--- src/rtl/ccc_pkg.sv ---
package ccc_pkg;

  typedef enum logic [2:0] {
    PH_IDLE  = 3'd0,
    PH_READ  = 3'd1,
    PH_GAP   = 3'd2,
    PH_WRITE = 3'd3,
    PH_DONE  = 3'd4
  } phase_t;

  // Limit a requested drive length to the legal window.
  function automatic int clamp_len(input int req, input int lo, input int hi);
    if (req < lo) return lo;
    if (req > hi) return hi;
    return req;
  endfunction

endpackage

--- src/rtl/ccc_seq.sv ---
module ccc_seq #(
  parameter int CNT_W   = 7,
  parameter int MIN_LEN = 40,
  parameter int MAX_LEN = 70,
  parameter int GAP_CYC = 2,
  parameter int STB_OFS = 8
) (
  input  logic               clk,
  input  logic               rst_n,
  input  logic               start,
  input  logic [CNT_W-1:0]   len_req,
  output ccc_pkg::phase_t    phase,
  output logic               sense_stb
);
  import ccc_pkg::*;

  localparam logic [CNT_W-1:0] GAP_LAST = CNT_W'(GAP_CYC - 1);
  localparam logic [CNT_W-1:0] STB_AT   = CNT_W'(STB_OFS);
  localparam logic [CNT_W-1:0] LEN_RST  = CNT_W'(MIN_LEN);

  logic [CNT_W-1:0] cnt;
  logic [CNT_W-1:0] len_q;
  logic             cnt_last;

  always_comb begin
    if (phase == PH_GAP) cnt_last = (cnt == GAP_LAST);
    else                 cnt_last = (cnt == len_q - 1'b1);
  end

  always_ff @(posedge clk) begin
    if (!rst_n) begin
      phase <= PH_IDLE;
      cnt   <= '0;
      len_q <= LEN_RST;
    end else begin
      case (phase)
        PH_IDLE: if (start) begin
          phase <= PH_READ;
          cnt   <= '0;
          len_q <= CNT_W'(clamp_len(int'(len_req), MIN_LEN, MAX_LEN));
        end
        PH_READ: begin
          if (cnt_last) begin phase <= PH_GAP; cnt <= '0; end
          else cnt <= cnt + 1'b1;
        end
        PH_GAP: begin
          if (cnt_last) begin phase <= PH_WRITE; cnt <= '0; end
          else cnt <= cnt + 1'b1;
        end
        PH_WRITE: begin
          if (cnt_last) begin phase <= PH_DONE; cnt <= '0; end
          else cnt <= cnt + 1'b1;
        end
        default: phase <= PH_IDLE;
      endcase
    end
  end

  assign sense_stb = (phase == PH_READ) && (cnt == STB_AT);

endmodule

--- src/rtl/ccc_sense.sv ---
module ccc_sense #(
  parameter int W    = 18,
  parameter int SEGS = 4
) (
  input  logic            clk,
  input  logic            rst_n,
  input  logic            strobe,
  input  logic [W*SEGS-1:0] seg_in,
  output logic [W-1:0]    word_q
);
  logic [W-1:0] bit_hit;

  for (genvar b = 0; b < W; b++) begin : g_bit
    assign bit_hit[b] = |seg_in[b*SEGS +: SEGS];
  end

  always_ff @(posedge clk) begin
    if (!rst_n)      word_q <= '0;
    else if (strobe) word_q <= bit_hit;
  end

endmodule

--- src/rtl/ccc_data.sv ---
module ccc_data #(
  parameter int W  = 18,
  parameter int AW = 15
) (
  input  logic            clk,
  input  logic            rst_n,
  input  logic            capture,
  input  logic            req_write,
  input  logic [AW-1:0]   req_addr,
  input  logic [W-1:0]    req_wdata,
  input  logic [W-1:0]    sensed,
  input  ccc_pkg::phase_t phase,
  output logic [AW-1:0]   arr_addr,
  output logic [W-1:0]    inhibit,
  output logic [W-1:0]    rdata
);
  import ccc_pkg::*;

  logic          wr_q;
  logic [W-1:0]  wdata_q;
  logic [W-1:0]  store_word;

  always_ff @(posedge clk) begin
    if (!rst_n) begin
      wr_q     <= 1'b0;
      wdata_q  <= '0;
      arr_addr <= '0;
      rdata    <= '0;
    end else begin
      if (capture) begin
        wr_q     <= req_write;
        wdata_q  <= req_wdata;
        arr_addr <= req_addr;
      end
      // Sensed word is stable once the strobe has passed; publish it in the gap.
      if (phase == PH_GAP && !wr_q) rdata <= sensed;
    end
  end

  assign store_word = wr_q ? wdata_q : sensed;
  assign inhibit    = (phase == PH_WRITE) ? ~store_word : '0;

endmodule

--- src/rtl/core_cycle_ctrl.sv ---
module core_cycle_ctrl #(
  parameter int W       = 18,
  parameter int SEGS    = 4,
  parameter int AW      = 15,
  parameter int CNT_W   = 7,
  parameter int MIN_LEN = 40,
  parameter int MAX_LEN = 70,
  parameter int GAP_CYC = 2,
  parameter int STB_OFS = 8
) (
  input  logic              clk,
  input  logic              rst_n,
  input  logic              req_valid,
  input  logic              req_write,
  input  logic [AW-1:0]     req_addr,
  input  logic [W-1:0]      req_wdata,
  input  logic [CNT_W-1:0]  pulse_cycles,
  input  logic [W*SEGS-1:0] sense_seg,
  output logic              busy,
  output logic              done,
  output logic [W-1:0]      rdata,
  output logic [AW-1:0]     arr_addr,
  output logic              drv_read,
  output logic              drv_write,
  output logic              sense_stb,
  output logic [W-1:0]      inhibit
);
  import ccc_pkg::*;

  phase_t       phase;
  logic         accept;
  logic [W-1:0] sensed_word;

  assign accept = req_valid && (phase == PH_IDLE);

  ccc_seq #(
    .CNT_W(CNT_W), .MIN_LEN(MIN_LEN), .MAX_LEN(MAX_LEN),
    .GAP_CYC(GAP_CYC), .STB_OFS(STB_OFS)
  ) u_seq (
    .clk(clk), .rst_n(rst_n), .start(accept), .len_req(pulse_cycles),
    .phase(phase), .sense_stb(sense_stb)
  );

  ccc_sense #(.W(W), .SEGS(SEGS)) u_sense (
    .clk(clk), .rst_n(rst_n), .strobe(sense_stb), .seg_in(sense_seg),
    .word_q(sensed_word)
  );

  ccc_data #(.W(W), .AW(AW)) u_data (
    .clk(clk), .rst_n(rst_n), .capture(accept), .req_write(req_write),
    .req_addr(req_addr), .req_wdata(req_wdata), .sensed(sensed_word),
    .phase(phase), .arr_addr(arr_addr), .inhibit(inhibit), .rdata(rdata)
  );

  assign busy      = (phase != PH_IDLE);
  assign done      = (phase == PH_DONE);
  assign drv_read  = (phase == PH_READ);
  assign drv_write = (phase == PH_WRITE);

endmodule

--- config.mk ---
export PLATFORM = sky130hd
export DESIGN_NAME = core_cycle_ctrl
export DESIGN_NICKNAME = d
export VERILOG_FILES = /design/src/rtl/ccc_pkg.sv /design/src/rtl/ccc_seq.sv /design/src/rtl/ccc_sense.sv /design/src/rtl/ccc_data.sv /design/src/rtl/core_cycle_ctrl.sv
export SDC_FILE = /design/constraint.sdc
export NUM_CORES = 1
export LEC_CHECK = 0
export BUFFER_PORTS_ARGS = -buffer_cell sky130_fd_sc_hd__buf_2
export CORE_MARGIN = 4
export CORE_UTILIZATION = 40
export CTS_CLUSTER_SIZE = 10
export DETAILED_ROUTE_END_ITERATION = 7
export PLACE_DENSITY_LB_ADDON = 0.25
export SYNTH_ARGS = -nofsm -noshare
export SYNTH_HDL_FRONTEND = slang
export SYNTH_SLANG_ARGS = --single-unit
--- constraint.sdc ---
create_clock -name clk -period 4.9 [get_ports clk]
set_clock_uncertainty 0.2 [all_clocks]
set_input_delay 0.98 -clock clk [delete_from_list [all_inputs] [get_ports clk]]
set_output_delay 0.98 -clock clk [all_outputs]
set_load 0.05 [all_outputs]
---- Word-level counts from Yosys, hierarchy flattened ----
Cells that the tools add are included.
word-level totals
  register bits ........................... 87
  memory bits (writable) .................. 0
  output and inout bits ................... 56
  memories ................................ 0
  ROM bits ................................ 0
  input bits .............................. 116
  word-level logic and storage cells ...... 77
  bits in latches ......................... 0
cells by class
  add/subtract/negate cells ............... 2
  shift operators ......................... 0
  multiply operators ...................... 0
  bitwise gates (word level) .............. 1
  reductions and logical operators ........ 29
  eq/ne operators ......................... 11
  divide/modulo/power cells ............... 0
  magnitude comparators ................... 2
  multiplexer cells ....................... 24
operators with widths
  cell                   count
  $reduce_or A4 Y1       18
  $mux W18               2
  $mux W7                5
  $not A18 Y18           1
  $pmux W7 S2            1
  $mux W3                4
  $pmux W3 S4            1
  $mux W1                10
  $add A7 B1 Y7 const B  1
  $eq A7 B1 Y1 const B   1
  $eq A7 B4 Y1 const B   1
  $eq A7 B7 Y1           1
  $gt A7 B7 Y1 const B   1
  $lt A7 B6 Y1 const B   1
  $sub A7 B1 Y7 const B  1
  $eq A3 B2 Y1 const B   2
  $mux W6                1
  $ne A2 B1 Y1 const B   2
  $ne A2 B2 Y1 const B   2
  $reduce_and A2 Y1      2
  $reduce_and A4 Y1      1
  $eq A3 B1 Y1 const B   1
  $eq A3 B3 Y1 const B   1
  $logic_and A1 B1 Y1    3
  other kinds (5)        5

---- Depth between registers and ports, before layout ----
Gate-level depths: netlist of the first run.
  word-level depth ........................ 11
  depth in mapped cells ................... 10
  gate-level depth less buffers ........... 9

---- Hierarchy ----
Synthesis of the first run repeated with hierarchy kept, for this count alone.
unflattened totals
  cells, all modules ...................... 453
  area, all modules ....................... 4275.4 sq um
modules (own cells, without submodules)
  module           area each (sq um)  seq. area each (sq um)  cells each  instances
  ccc_data         2294.7             1041.0                  231         1
  ccc_seq          1162.4             340.3                   140         1
  ccc_sense        778.2              360.3                   77          1
  core_cycle_ctrl  40.0               0.0                     5           1

---- Worst setup path before layout of the first run ----
No wires, ideal clock.
  path type ............................... reg-to-output
  from .................................... register u_seq.phase[2]
  to ...................................... output sense_stb
  arrival ................................. 2.961 ns
  path buffers ............................ 2
  slack ................................... 0.759 ns
  data required time ...................... 3.720 ns
  stages on the path, launching flop included .. 6
  cell sequence ........................... dfxtp_1 -> buf_2 -> nor3b_1 -> nand4_1 -> nor3_2 -> clkbuf_1
between the ends
  longest elaborated chain between the ends .. 2
RTL lines
  what                    line                   text
  from (decl)             ccc_seq.sv:12          output ccc_pkg::phase_t phase,
  from (signal assigned)  ccc_seq.sv:32          phase <= PH_IDLE;
  from (signal assigned)  ccc_seq.sv:38          phase <= PH_READ;
  from (signal assigned)  ccc_seq.sv:43          if (cnt_last) begin phase <= PH_GAP; cnt <= '0; end
  $eq A3 B1 Y1            n/a
  via drv_read            core_cycle_ctrl.sv:23  output logic drv_read,
  $logic_and A1 B1 Y1     ccc_seq.sv:59          assign sense_stb = (phase == PH_READ) && (cnt == STB_AT);
  to (decl)               core_cycle_ctrl.sv:25  output logic sense_stb,
The timed path passes the listed nets, and every way through them passes these cells.

---- Worst setup path after layout of the first run ----
  from .................................... register u_seq.phase[0]
  to ...................................... output inhibit[17]
between the ends
  longest elaborated chain between the ends .. 2
RTL lines
  what          line                   text
  $eq A3 B2 Y1  ccc_data.sv:41         assign inhibit = (phase == PH_WRITE) ? ~store_word : '0;
  $mux W18      ccc_data.sv:41
  to (decl)     core_cycle_ctrl.sv:26  output logic [W-1:0] inhibit
No other way between the ends.

==> out/results.ini, run 1 <==
[outcome]
status=finished, final reports clean

[global_routing]
antenna_found_initial=0
first_global_vias=3994
grt_pass1_wl_microns=18600
grt_max_degree=59
grt_usage_pct=19.5
gr-total-overflow=0

[sta]
rsz0062_at_grt=no
finalCritPeriodShare_pct=75.0
setup_viol=0
period_minus_slack_ps=3670
setup_tns_ps=0
slew_headroom_pct=29.6
setup_ws_ps=1230
maxSlewViolCount=0
max_slew.worst_pin.slew_ps=1050
finalHoldViolCount=0
max_freq_mhz=272

[synth]
synth_simple_gate_area_share_pct=28.3
synth_mux_area_share_pct=0.767
synthAdderAreaFrac_pct=0.921
synth.avg_cell_area_sq_um=7.85
netlist_area_sq_mm=0.00408
synth-xor-area-share_pct=1.84
yosysSeqAreaShare_pct=42.7
ys_ff_latch=87
syn_nets=638
synthesis.instances=519
async_flop_share_pct=0
ys.flop_type=dfxtp_1
synth_compound_area_share_pct=20.3
synth_cell_type_count=58
synth_edf_count=0
yosys_warnings=0
synth_top_family_by_area=simple AND/OR/NAND/NOR gates

[cells_and_area]
layout_common_cells=buf_2 (171), nand2_1 (122), dfxtp_1 (87)
area_delta_synth_final_pct=27.9
final_cell_area_sq_mm=0.00521
n_antenna_cell=0
layout_commonest_cell=buf_2
layout-drive-gt1-share_pct=31.5
final_cells=803
final_nets=784
fin_util_pct=52.9

[detailed_routing]
postRouteAntennaNets=0
wl_microns=11400
post_drt_wl_per_cell_microns=14.2
num_vias=4144
drc=0
firstDrtPassIters=4
drtIter0Drc=241
viasPerCell=5.16

[clock_network]
postCtsSetupBuffers=0
cts-resized-gates=0
numCtsBuffers=9
cts.sinks=87
cts_tree=yes
clockRootBuffer=clkbuf_8
cts_buffer_depth=2
cts_hold_buf=0
h-tree-depth=3
clk_latency_ps=350
clkTransAtPathRegs_ps=90

[power_and_ir_drop]
p_leak_nw=2.18
power.density_mw_per_mm2=294
ir_drop_mv=0.138

[floorplanning]
die_w_microns=109
coreArea_sq_mm=0.00986
die-area_sq_mm=0.0119
die_h_microns=109
start_util_pct=41.3
row_count=36
io_pins=172

[min_path]
min_from=u_data.arr_addr[0]
holdPathEnd=u_data.arr_addr[0]
hp-class=reg2reg
holdPathStages=2

[worst_setup_path]
path_max_fanout=20
rrSetupSlack_ps=1640
arrival_ps=2490
r2r_start=u_seq.len_q[0]
required_ps=3720
r2r_end=u_seq.cnt[4]
cp-start-kind=flop
crit_type=reg2out
ff2ff_path_depth=9
worst_setup_path_end_kind=primary output

[placement]
place.gp.congestion=0.839
dpl_cell_area_sq_mm=0.00497
dp_hpwl_microns=8370
dp_slack_ps=1640
port_buffers=171
dp.cells=787

[run]
cap_violations=0

## state kept, by name, summed over array words and instances (netlist names)
signal           cells
u_data.wdata_q      18
u_data.wr_q          1
u_sense.word_q      18
u_seq.len_q          7
u_seq.phase          3
u_seq.cnt            7
u_data.arr_addr     15
u_data.rdata        18
## cells by family after synthesis
logic type               after synthesis
multiplexers                           3
flip-flops                            87
XOR/XNOR                               7
adder cells (fa/ha/maj)                3
AO/OA/AOI/OAI                        126
buffers and inverters                 51
AND/OR/NAND/NOR                      242
## worst max-delay path, stage by stage (launching register included)
cell and delay, ps:
dfxtp_1 490, nand3b_1 770, a211oi_1 550, buf_2 330
## how the worst max path moves through the flow
stage                    from     endpoint  cells past startpoint
2_1_floorplan  u_seq.phase[2]    sense_stb                      5
3_3_place_gp   u_seq.phase[2]   inhibit[1]                      3
3_5_place_dp   u_seq.phase[0]  inhibit[17]                      3
4_1_cts        u_seq.phase[0]  inhibit[17]                      3
5_1_grt        u_seq.phase[0]  inhibit[15]                      3
6_report       u_seq.phase[0]  inhibit[17]                      3
## cell usage after synthesis, types with 9 or more instances
library cell | number | area share, %
clkbuf_1 | 35 | 3.2
nor3_1 | 9 | 1.1
nor4_1 | 19 | 2.9
nand2_1 | 122 | 11
nor2_1 | 32 | 2.9
dfxtp_1 | 87 | 43
o21ai_0 | 10 | 1.2
a21oi_1 | 60 | 7.4
a211oi_1 | 36 | 6.6
nor2b_1 | 19 | 2.9
inv_1 | 9 | 0.83
nand3_1 | 10 | 1.2
## metrics by stage
stage          power (W)  hold WS, ps
6_report         0.00154          257
5_1_grt          0.00161          271
4_1_cts          0.00155          260
3_5_place_dp    0.000973          247
3_3_place_gp    0.000966          239
2_1_floorplan   0.000893          237
## routing by layer
| layer | up-vias | track usage, % | share of wire [%] |
|---|---|---|---|
| met4 | 0 | 5.86 | 1.6 |
| met5 | - | 0 | 0 |
| met2 | 155 | 31.8 | 46 |
| li1 | 2088 | - | - |
| met3 | 18 | 5.62 | 8.9 |
| met1 | 1883 | 25.0 | 43 |
## area by class of cell
cell class / count / area, sq um
Timing Repair Buffer: 177 / 901
Clock buffer: 10 / 138
Sequential cell: 87 / 1740
Tap cell: 133 / 166
Fill cell: 945 / 4650
Multi-Input combinational cell: 381 / 2130
Inverter: 9 / 33.8
Clock inverter: 6 / 103
## power breakdown
part	total (W)	internal (W)	leakage, nW	switching [W]
sequential	0.000752	0.000730	0.707	0.0000218
clock	0.000581	0.000309	0.120	0.000272
combinational	0.000203	0.0000796	1.35	0.000123
Note: power is estimated with default switching activity, not from simulation.
==> run 2, diff against run 1 <==
clock period = 3.8 ns   (was 4.9 ns; I/O delays follow)
==> run 2 against run 1 <==
Effect of this change:
- combinational power grew 28%
- global-route usage fell by 0.75 points
- setup slack got worse by 680 ps
- cell area decreased by 0.62%
- die area is the same
==> out/results.ini, run 2 (synthesis gave the netlist of run 1 again) <==
[outcome]
status=finished, final reports clean

[detailed_routing]
postRouteAntennaNets=0
wl_microns=11300
drc=0
firstDrtPassIters=4
post_drt_wl_per_cell_microns=14.0
num_vias=4161
viasPerCell=5.16
drtIter0Drc=148

[worst_setup_path]
cp-start-kind=flop
worst_setup_path_end_kind=flop
path_cells=inv_1 -> ha_1 -> nor3b_2 -> and4_1 -> o311ai_0 -> a32oi_4 -> o32ai_2 -> o21ai_0 -> a21oi_1
required_ps=3870
arrival_ps=3330
worst-path-buf-inv=1
max_stage_delay_ps=610
crit_type=reg2reg
path_max_fanout=11
cpMaxStageDelayCell=o32ai_2
critical-path-top-delay-family=compound AO/OA/AOI/OAI gates

[cells_and_area]
reg_top3=u_data.rdata (18), u_data.wdata_q (18), u_sense.word_q (18)
area_delta_synth_final_pct=27.1
final_cells=807
layout_common_cells=buf_2 (171), nand2_1 (122), dfxtp_1 (87)
layout-drive-gt1-share_pct=31.9
n_fill_cell=1005
layout_commonest_cell=buf_2
final_nets=788

[clock_network]
clk_latency_ps=340
h-tree-depth=3
cts.sinks=87
cts_buffer_depth=2
clockRootBuffer=clkbuf_8
cts-resized-gates=0
cts_tree=yes
numCtsBuffers=9
postCtsSetupBuffers=0
clkTransAtPathRegs_ps=90
cts_hold_buf=0

[min_path]
hp-class=reg2reg

[global_routing]
grt_usage_pct=18.8
grtUsageMet1_pct=23.9
gr-total-overflow=0
first_global_vias=3891
antenna_found_initial=1
grt_max_degree=45
grt_pass1_wl_microns=17900
met2_usage_pct=31.6
busiest_layer=met2
grt.met3_usage_pct=4.56

[sta]
maxSlewViolCount=0
whs_ps=256
period_minus_slack_ps=3260
setup_viol=0
max_freq_mhz=307
setup_tns_ps=0
slew_headroom_pct=42.9
rsz0062_at_grt=no
finalCritPeriodShare_pct=85.8
max_slew.worst_pin.slew_ps=857
setup_ws_ps=541
finalHoldViolCount=0

[power_and_ir_drop]
power.density_mw_per_mm2=348
p_leak_nw=2.17
ir_drop_mv=0.213

[floorplanning]
coreArea_sq_mm=0.00986
io_pins=172
die_h_microns=109
start_util_pct=41.3
die_w_microns=109
row_count=36
die-area_sq_mm=0.0119

[placement]
dp_slack_ps=552
dp.cells=791
port_buffers=171
dp_hpwl_microns=8480
place.gp.congestion=0.797

[run]
cap_violations=0

## run 2: layout make-up
cell class / instances / area (sq um) / area share (%)
repair buffers: 181 / 931 / 18.0
flip-flops and latches: 87 / 1740 / 33.6
clock buffers: 9 / 124 / 2.39
inverters: 9 / 33.8 / 0.652
diodes: 1 / 2.50 / 0.0483
multi-input cells: 381 / 2140 / 41.2
clock inverters: 6 / 46.3 / 0.894
well taps: 133 / 166 / 3.21
## run 2: per-stage QoR
step | instance area, sq um | util, % | power, W
after floorplan | 4080 | - | 0.00115
after global placement | 5010 | 50.8 | 0.00124
after detailed placement | 5010 | 50.8 | 0.00125
after CTS | 5180 | 52.5 | 0.00183
after global routing | 5180 | 52.5 | 0.00190
final | 5180 | 52.5 | 0.00181
## run 2: power breakdown
part           internal [W]  total, W  switching, W
combinational      0.000104  0.000260      0.000156
sequential         0.000941  0.000971     0.0000301
clock              0.000239  0.000574      0.000336
## run 2: path summary, 6_finish.rpt
kind / end / slack (ps) / cells past startpoint / startpoint
worst max register to register: u_seq.cnt[4] / 540 / 9 / u_seq.len_q[0]
worst min-delay path: u_data.arr_addr[1] / 260 / 2 / u_data.arr_addr[1]
worst max-delay path: u_seq.cnt[4] / 540 / 9 / u_seq.len_q[0]
worst min register to register: u_data.arr_addr[1] / 260 / 2 / u_data.arr_addr[1]
## run 2: layer usage
layer,routed length (microns),vias up,share of wire (%)
li1,-,2110,-
met1,4970,1918,44
met2,5370,124,48
met3,872,7,7.7
met4,83,2,0.73
met5,12,-,0.11
## run 2: worst min-delay path, delay by kind of cell, from the launching register on
| family | cells | cell delay [ps] |
|---|---|---|
| AOI/OAI and AO/OA | 1 | 50 |
| DFF | 1 | 310 |
| and+or+nand+nor | 1 | 50 |
==> run 3, diff against run 2 <==
RECOVER_POWER = 25   (was default)
==> run 3 against run 2 <==
Effect of this change:
- the flow now finishes with violations (capacitance limit, slew limit)
- count of clock-buffer cells in the layout did not move
- utilization fell by 0.46 points
- maximum frequency is 0.27% lower
- total power about the same
- non-clock buffer count unchanged
- worst hold slack improved by 2.1 ps
- critical endpoint unchanged
- largest cell class unchanged
- via count rose by 0.50%
- setup slack got worse by 8.8 ps
- cell count unchanged
- largest power group unchanged
- highest routed layer unchanged
- sequential share of layout area grew 0.29 points
- flip-flop and latch count is the same
==> out/results.ini, run 3 (synthesis gave the netlist of run 1 again) <==
[clock_network]
numCtsBuffers=9
cts_buffer_depth=2
h-tree-depth=3
clockRootBuffer=clkbuf_8
cts-resized-gates=0
cts.sinks=87
clk_latency_ps=350
clkTransAtPathRegs_ps=90
cts_tree=yes
postCtsSetupBuffers=0
cts_hold_buf=0

[detailed_routing]
postRouteAntennaNets=0
num_vias=4182
drc=0
viasPerCell=5.18
wl_microns=11300
post_drt_wl_per_cell_microns=14.1
firstDrtPassIters=4
drtIter0Drc=116

[floorplanning]
die-area_sq_mm=0.0119
start_util_pct=41.3
row_count=36
coreArea_sq_mm=0.00986
die_w_microns=109
die_h_microns=109
io_pins=172

[outcome]
status=complete, but fails checks
violations=capacitance limit, slew limit

[worst_setup_path]
required_ps=3880
path_max_fanout=11
worst_setup_path_end_kind=flop
crit_type=reg2reg
path_cells=inv_1 -> ha_1 -> nor3b_2 -> and4_1 -> o311ai_0 -> a32oi_4 -> o32ai_2 -> o21ai_0 -> a21oi_1
max_stage_delay_ps=610
cp-start-kind=flop
arrival_ps=3350
cpMaxStageDelayCell=o32ai_2

[power_and_ir_drop]
p_leak_nw=2.02
power.density_mw_per_mm2=351
ir_drop_mv=0.214

[sta]
finalCritPeriodShare_pct=86.0
finalHoldViolCount=0
whs_ps=258
slew_headroom_pct=-23.6
period_minus_slack_ps=3270
max_freq_mhz=306
setup_tns_ps=0
maxSlewViolCount=41
setup_viol=0
rsz0062_at_grt=no
max_slew.worst_pin.slew_ps=1850

[global_routing]
gr-total-overflow=0
grt_pass1_wl_microns=17900
antenna_found_initial=1
grt_usage_pct=18.8
grt_max_degree=45
first_global_vias=3891

[run]
cap_violations=1

[cells_and_area]
multi_input_area_sq_mm=0.00214
reg_top3=u_data.rdata (18), u_data.wdata_q (18), u_sense.word_q (18)
final_cells=807
layout_common_cells=buf_2 (138), nand2_1 (122), dfxtp_1 (87)
area_delta_synth_final_pct=26.0
n_fill_cell=1021
layout-drive-gt1-share_pct=26.9
layout_commonest_cell=buf_2
final_cell_area_sq_mm=0.00514
seqCellArea_sq_mm=0.00174
final_nets=788

[placement]
dpl_cell_area_sq_mm=0.00501
dp.cells=791
place.gp.congestion=0.797
port_buffers=171
dp_hpwl_microns=8480

[min_path]
hp-class=reg2reg

[run 3: report_power, final]
group | total [W] | internal, W | switching [W]
sequential | 0.000972 | 0.000941 | 0.0000307
clock | 0.000577 | 0.000239 | 0.000338
combinational | 0.000257 | 0.000101 | 0.000156
[run 3: final cells by class]
type,instances,share of cell area [%]
Antenna cell,1,0.0487
Tap cell,133,3.24
Clock buffer,9,2.41
Timing Repair Buffer,181,17.2
Clock inverter,6,0.901
Sequential cell,87,33.9
Inverter,9,0.658
Multi-Input combinational cell,381,41.6
[run 3: final timing paths]
path | cells after the start | from | endpoint | slack (ps)
setup / recovery | 9 | u_seq.len_q[0] | u_seq.cnt[4] | 530
hold / removal | 2 | u_data.arr_addr[1] | u_data.arr_addr[1] | 260
setup reg to reg | 9 | u_seq.len_q[0] | u_seq.cnt[4] | 530
hold reg to reg | 2 | u_data.arr_addr[1] | u_data.arr_addr[1] | 260
[run 3: metal layers]
metal / global-route usage, % / share of wire (%) / routed length [microns]
met1: 23.9 / 43 / 4930
met2: 31.6 / 47 / 5390
met3: 4.56 / 8.3 / 943
met4: 5.23 / 0.68 / 77
met5: 0 / 0.11 / 12
[run 3: critical path, delay by kind of cell (launching register included)]
kind                     cells  cell delay (ps)
AND/OR/NAND/NOR              2              420
AO/OA/AOI/OAI                5             1640
flip-flops                   1              550
buffers and inverters        1              110
adder cells (fa/ha/maj)      1              270
[run 3: metrics by stage]
| step | util, % | setup WS [ps] | power, W |
|---|---|---|---|
| floorplan | - | 437 | 0.00115 |
| global placement | 50.8 | 750 | 0.00124 |
| detailed placement | 50.8 | 552 | 0.00125 |
| CTS | 52.5 | 534 | 0.00183 |
| global route | 52.0 | 205 | 0.00189 |
| finish | 52.1 | 533 | 0.00180 |
